## src/rtl/sd_cmd_engine.sv

```systemverilog
module sd_cmd_engine #(
  parameter int WAIT_CLKS  = 64,
  parameter int TAIL_CLKS  = 8,
  parameter int SHORT_BITS = 48,
  parameter int LONG_BITS  = 136
) (
  input  logic        clk,
  input  logic        rst_n,
  input  logic        start,
  input  logic [7:0]  cmd_word,
  input  logic [31:0] arg,
  input  logic        get_resp,
  input  logic        long_resp,
  input  logic        skip_crc,
  input  logic        add_tail,
  input  logic        cmd_in,
  output logic        cmd_out,
  output logic        cmd_oe,
  output logic        card_clk_en,
  output logic        busy,
  output logic        done,
  output logic        resp_timeout,
  output logic        resp_err,
  output logic [31:0] resp0,
  output logic [31:0] resp1,
  output logic [31:0] resp2,
  output logic [31:0] resp3
);
  localparam int TOK_BITS = 48;
  localparam int CNT_W    = $clog2(LONG_BITS + 1);

  typedef enum logic [2:0] {S_IDLE, S_SEND, S_WAIT, S_RECV, S_TAIL} state_t;

  function automatic logic [6:0] crc7_of(input logic [39:0] d);
    logic [6:0] c;
    logic       fb;
    c = '0;
    for (int i = 39; i >= 0; i--) begin
      fb = d[i] ^ c[6];
      c  = {c[5:0], 1'b0};
      if (fb) c = c ^ 7'h09;
    end
    return c;
  endfunction

  state_t                 state;
  logic [CNT_W-1:0]       cnt;
  logic [TOK_BITS-1:0]    tx_sr;
  logic [LONG_BITS-1:0]   rx_sr;
  logic                   want_resp, want_long, no_crc, want_tail;

  logic [39:0]            tok_body;
  logic [TOK_BITS-1:0]    tok;
  logic [LONG_BITS-1:0]   rx_next;
  logic [SHORT_BITS-1:0]  short_f;
  logic                   short_bad, long_bad;
  logic [CNT_W-1:0]       rx_last;

  assign tok_body = {2'b01, cmd_word[5:0], arg};
  assign tok      = {tok_body, crc7_of(tok_body), 1'b1};
  assign rx_next  = {rx_sr[LONG_BITS-2:0], cmd_in};
  assign short_f  = rx_next[SHORT_BITS-1:0];
  assign short_bad = !short_f[0] || (!no_crc && (crc7_of(short_f[47:8]) != short_f[7:1]));
  assign long_bad  = !rx_next[0];
  assign rx_last  = want_long ? CNT_W'(LONG_BITS - 1) : CNT_W'(SHORT_BITS - 1);

  assign busy        = (state != S_IDLE);
  assign card_clk_en = busy;
  assign cmd_oe      = (state == S_SEND);
  assign cmd_out     = cmd_oe ? tx_sr[TOK_BITS-1] : 1'b1;

  always_ff @(posedge clk or negedge rst_n) begin
    if (!rst_n) begin
      state        <= S_IDLE;
      cnt          <= '0;
      tx_sr        <= '0;
      rx_sr        <= '0;
      want_resp    <= 1'b0;
      want_long    <= 1'b0;
      no_crc       <= 1'b0;
      want_tail    <= 1'b0;
      done         <= 1'b0;
      resp_timeout <= 1'b0;
      resp_err     <= 1'b0;
      resp0        <= '0;
      resp1        <= '0;
      resp2        <= '0;
      resp3        <= '0;
    end else begin
      done <= 1'b0;
      case (state)
        S_IDLE: begin
          if (start) begin
            tx_sr        <= tok;
            want_resp    <= get_resp;
            want_long    <= long_resp;
            no_crc       <= skip_crc;
            want_tail    <= add_tail;
            resp_timeout <= 1'b0;
            resp_err     <= 1'b0;
            cnt          <= '0;
            state        <= S_SEND;
          end
        end
        S_SEND: begin
          tx_sr <= {tx_sr[TOK_BITS-2:0], 1'b1};
          if (cnt == CNT_W'(TOK_BITS - 1)) begin
            cnt <= '0;
            if (want_resp)      state <= S_WAIT;
            else if (want_tail) state <= S_TAIL;
            else begin
              state <= S_IDLE;
              done  <= 1'b1;
            end
          end else begin
            cnt <= cnt + 1'b1;
          end
        end
        S_WAIT: begin
          if (!cmd_in) begin
            rx_sr <= '0;
            cnt   <= CNT_W'(1);
            state <= S_RECV;
          end else if (cnt == CNT_W'(WAIT_CLKS - 1)) begin
            resp_timeout <= 1'b1;
            cnt          <= '0;
            if (want_tail) state <= S_TAIL;
            else begin
              state <= S_IDLE;
              done  <= 1'b1;
            end
          end else begin
            cnt <= cnt + 1'b1;
          end
        end
        S_RECV: begin
          rx_sr <= rx_next;
          if (cnt == rx_last) begin
            if (want_long) begin
              resp0    <= rx_next[31:0];
              resp1    <= rx_next[63:32];
              resp2    <= rx_next[95:64];
              resp3    <= rx_next[127:96];
              resp_err <= long_bad;
            end else begin
              resp0    <= short_f[39:8];
              resp1    <= '0;
              resp2    <= '0;
              resp3    <= '0;
              resp_err <= short_bad;
            end
            cnt <= '0;
            if (want_tail) state <= S_TAIL;
            else begin
              state <= S_IDLE;
              done  <= 1'b1;
            end
          end else begin
            cnt <= cnt + 1'b1;
          end
        end
        S_TAIL: begin
          if (cnt == CNT_W'(TAIL_CLKS - 1)) begin
            cnt   <= '0;
            state <= S_IDLE;
            done  <= 1'b1;
          end else begin
            cnt <= cnt + 1'b1;
          end
        end
        default: state <= S_IDLE;
      endcase
    end
  end
endmodule

```

## config.mk

```make
export PLATFORM = sky130hd
export DESIGN_NAME = sd_cmd_engine
export DESIGN_NICKNAME = d
export VERILOG_FILES = /design/src/rtl/sd_cmd_engine.sv
export SDC_FILE = /design/constraint.sdc
export NUM_CORES = 1
export LEC_CHECK = 0
export ABC_AREA = 0
export BUFFER_PORTS_ARGS = -buffer_cell sky130_fd_sc_hd__buf_2
export CAP_MARGIN = 25
export CORE_ASPECT_RATIO = 2
export CORE_UTILIZATION = 53
export DETAILED_ROUTE_END_ITERATION = 10
export HOLD_SLACK_MARGIN = 0.06
export PLACE_DENSITY = 0.75
export SYNTH_ARGS = -nofsm -noshare
export SYNTH_HDL_FRONTEND = slang
export SYNTH_SLANG_ARGS = --single-unit
```

## constraint.sdc

```tcl
create_clock -name clk -period 3.9 [get_ports clk]
set_input_delay 0.585 -clock clk [delete_from_list [all_inputs] [get_ports clk]]
set_output_delay 0.585 -clock clk [all_outputs]
set_load 0.1 [all_outputs]
```

==> metrics.cfg <==
[detailed_routing]
antenna_left=0
drt-vias-per-instance=5.661
routed_wl_mm=32.95
drtPass1Iterations=5
drt_first_iter_violations=621
wl_per_cell_um=18.01
vias=10360
drc_errors=0

[die]
fp.coreArea_um2=26800
fp-row-count=85
dieArea_um2=27850
die_h_um=235.0
fp.dieW_um=118.5
start_util=0.5369
ioPinCount=183

[sta]
slew-limit-headroom=0.3047
worstMarginPinSlew_ns=1.043
worst_clock_skew_ns=0.01895
setup_ws_ns=0.6706
max_freq_mhz=309.7
hold_violations=0
maxSlewViolCount=0
finalCritPeriodShare=0.8280
setup_violations=0
rsz0062_at_grt=false
finalSetupTns_ns=0
period_needed_ns=3.229

[critical_path]
crit_type=reg -> reg
required_ns=4.35
cp-start-kind=register
worstPathBufferInverterCount=0
cp_max_fo=6
cp_common_cell=xnor3_2
critPathTopFamily=XOR/XNOR gates
reg2reg_depth=8
slowest_stage=xnor3_2
path_depth=8
cp-end-kind=register
slowest_delay_ns=0.56
worstPathCellList=xnor3_2 > xnor3_2 > xnor2_1 > xnor3_2 > xnor2_1 > mux2i_1 > mux2i_1 > o32a_1
cp.arrival_ns=3.67

[cts]
cts-root-buf=clkbuf_16
cts_max_level=1
cts_sinks=321
clkLatencyLatePin_ns=0.56
cts_buffer_depth=3
post_cts_resized=0
cts_buffers=28
postCtsHoldBufs=0
cts.clk_slew.worst_paths_ns=0.07
cts_tree=built
cts_setup_buffers=0

[synth]
ys_warn_count=0
synthesis.area_um2=14390
avgSynthCellArea_um2=10.75
synthArstFlopShare=1.000
netlist_instances=1339
synth_nets=1388
synth-main-ff-cell=dfrtp_1
ys_types=57
ys_ff_latch=321
ys_seq_area_frac=0.5583
synth_edf_count=0

[pwr]
p_leak_nw=7.894
ir_drop_v=0.0006128
power.density_nw_per_um2=623.0

[final_layout]
area_growth_pct=15.00
post-route-cell-area_um2=16550
drive_above_1_share=0.1761
multi_input_area_um2=5942
fillers=2233
antenna_cells=0
seq_area_um2=8036
nets=1509

[placement]
dp_hpwl_mm=22.06
pre_cts_slack_ns=0.5926
port_buffers=180
gp_congestion=0.8638
placed_area_um2=15520

[min_path]
hold_class=in -> async

[status]
status=completed

[grt]
gr-total-overflow=0
antenna_found_initial=0
grt_pass1_vias=10400
grt.total_usage=0.2410
grt_max_degree=155
grt_pass1_wl_mm=53.99

[flow_run]
cap_viol_max_count=0

## cell usage after synthesis (4+ instances only)
master / instances / share of area
a21oi_1: 8 / 0.0028
a22o_1: 124 / 0.075
a22oi_1: 4 / 0.0021
buf_1: 11 / 0.0029
buf_2: 4 / 0.0014
clkbuf_1: 87 / 0.023
dfrtp_1: 321 / 0.56
inv_1: 6 / 0.0016
mux2i_1: 34 / 0.024
nand2_1: 256 / 0.067
nand2b_1: 5 / 0.0022
nand3_1: 4 / 0.0014
nor2_1: 94 / 0.025
nor2b_1: 5 / 0.0022
nor3_1: 6 / 0.0021
o21ai_0: 150 / 0.052
o22ai_1: 40 / 0.017
xnor2_1: 70 / 0.043
xnor3_1: 26 / 0.041
xor2_1: 27 / 0.016
## area by class of cell
class | instances | share of cell area
timing repair buffer | 196 | 0.06533
inverter | 6 | 0.001361
multi-input combinational | 907 | 0.3591
clock buffer | 38 | 0.05013
sequential | 321 | 0.4857
tap | 348 | 0.02631
clock inverter | 14 | 0.01210
## cells in the final DEF, fill, tap and decap left out, drive strengths merged, types with 3 or more instances in the layout
master | synthesis | routed
dfrtp | 321 | 321
nand2 | 256 | 256
buf | 18 | 196
o21ai | 151 | 151
a22o | 126 | 126
nor2 | 94 | 94
xnor2 | 73 | 73
o22ai | 40 | 40
clkbuf | 87 | 38
mux2i | 34 | 34
xnor3 | 30 | 30
xor2 | 27 | 27
inv | 6 | 9
a21oi | 8 | 8
nor3 | 6 | 6
nor2b | 5 | 5
nand2b | 5 | 5
clkinvlp | 0 | 5
nand3 | 4 | 4
a22oi | 4 | 4
bufinv | 0 | 4
and2 | 3 | 3
nand3b | 3 | 3
a31oi | 3 | 3
o31ai | 3 | 3
## logic make-up after synthesis
group | Yosys count | share of synthesized area
AND/OR/NAND/NOR | 388 | 0.1083
AO/OA/AOI/OAI | 351 | 0.1643
flip-flops | 321 | 0.5583
XOR/XNOR | 132 | 0.1135
buffers and inverters | 111 | 0.03035
multiplexers | 35 | 0.02443
adder cells (fa/ha/maj) | 1 | 0.0008694
## where the power goes
part	internal (mW)	switching, mW
combinational	1.17	1.99
clock	1.77	1.29
sequential	3.69	0.401
## per-layer routing
layer,wire length (um),track usage,up-vias
li1,-,-,4862
met1,12720,0.2815,5165
met2,17550,0.4414,271
met3,1541,0.03617,61
met4,1135,0.09129,0
met5,0,0,-
## flip-flops by register name (all words and copies together) (netlist names)
name,count
want_resp,1
done,1
state,3
resp_err,1
rx_sr,127
cnt,8
no_crc,1
want_tail,1
resp1,32
resp3,32
resp2,32
tx_sr,48
resp_timeout,1
want_long,1
resp0,32
## path summary, 6_finish.rpt
check                      startpoint          to  slack (ns)
setup / recovery            rx_sr[42]    resp_err        0.67
min in group clk             skip_crc      no_crc        0.22
hold reg to reg             resp2[25]   resp2[25]        0.47
hold / removal                  rst_n   resp2[29]        0.07
setup reg to reg            rx_sr[42]    resp_err        0.67
max in group asynchronous       rst_n  rx_sr[116]        2.87
## worst reg2reg max path, delay by kind of cell, from the launching register on
kind | cells | cell delay, ns
xor+xnor | 5 | 2.01
mux | 2 | 0.35
compound gates | 1 | 0.29
flops | 1 | 0.49
## stage by stage
stage / instances / util / hold slack [ns] / power [mW]
after floorplan: 1339 / - / 0.2894 / 6.536
after detailed placement: 1778 / 0.5790 / 0.4573 / 7.291
after CTS: 1830 / 0.6174 / 0.09939 / 10.38
final: 1830 / 0.6174 / 0.06579 / 10.31
after global routing: 1830 / 0.6174 / 0.1244 / 10.84
after global placement: 1778 / 0.5790 / 0.4561 / 7.185
(Power assumes the default switching activity.)
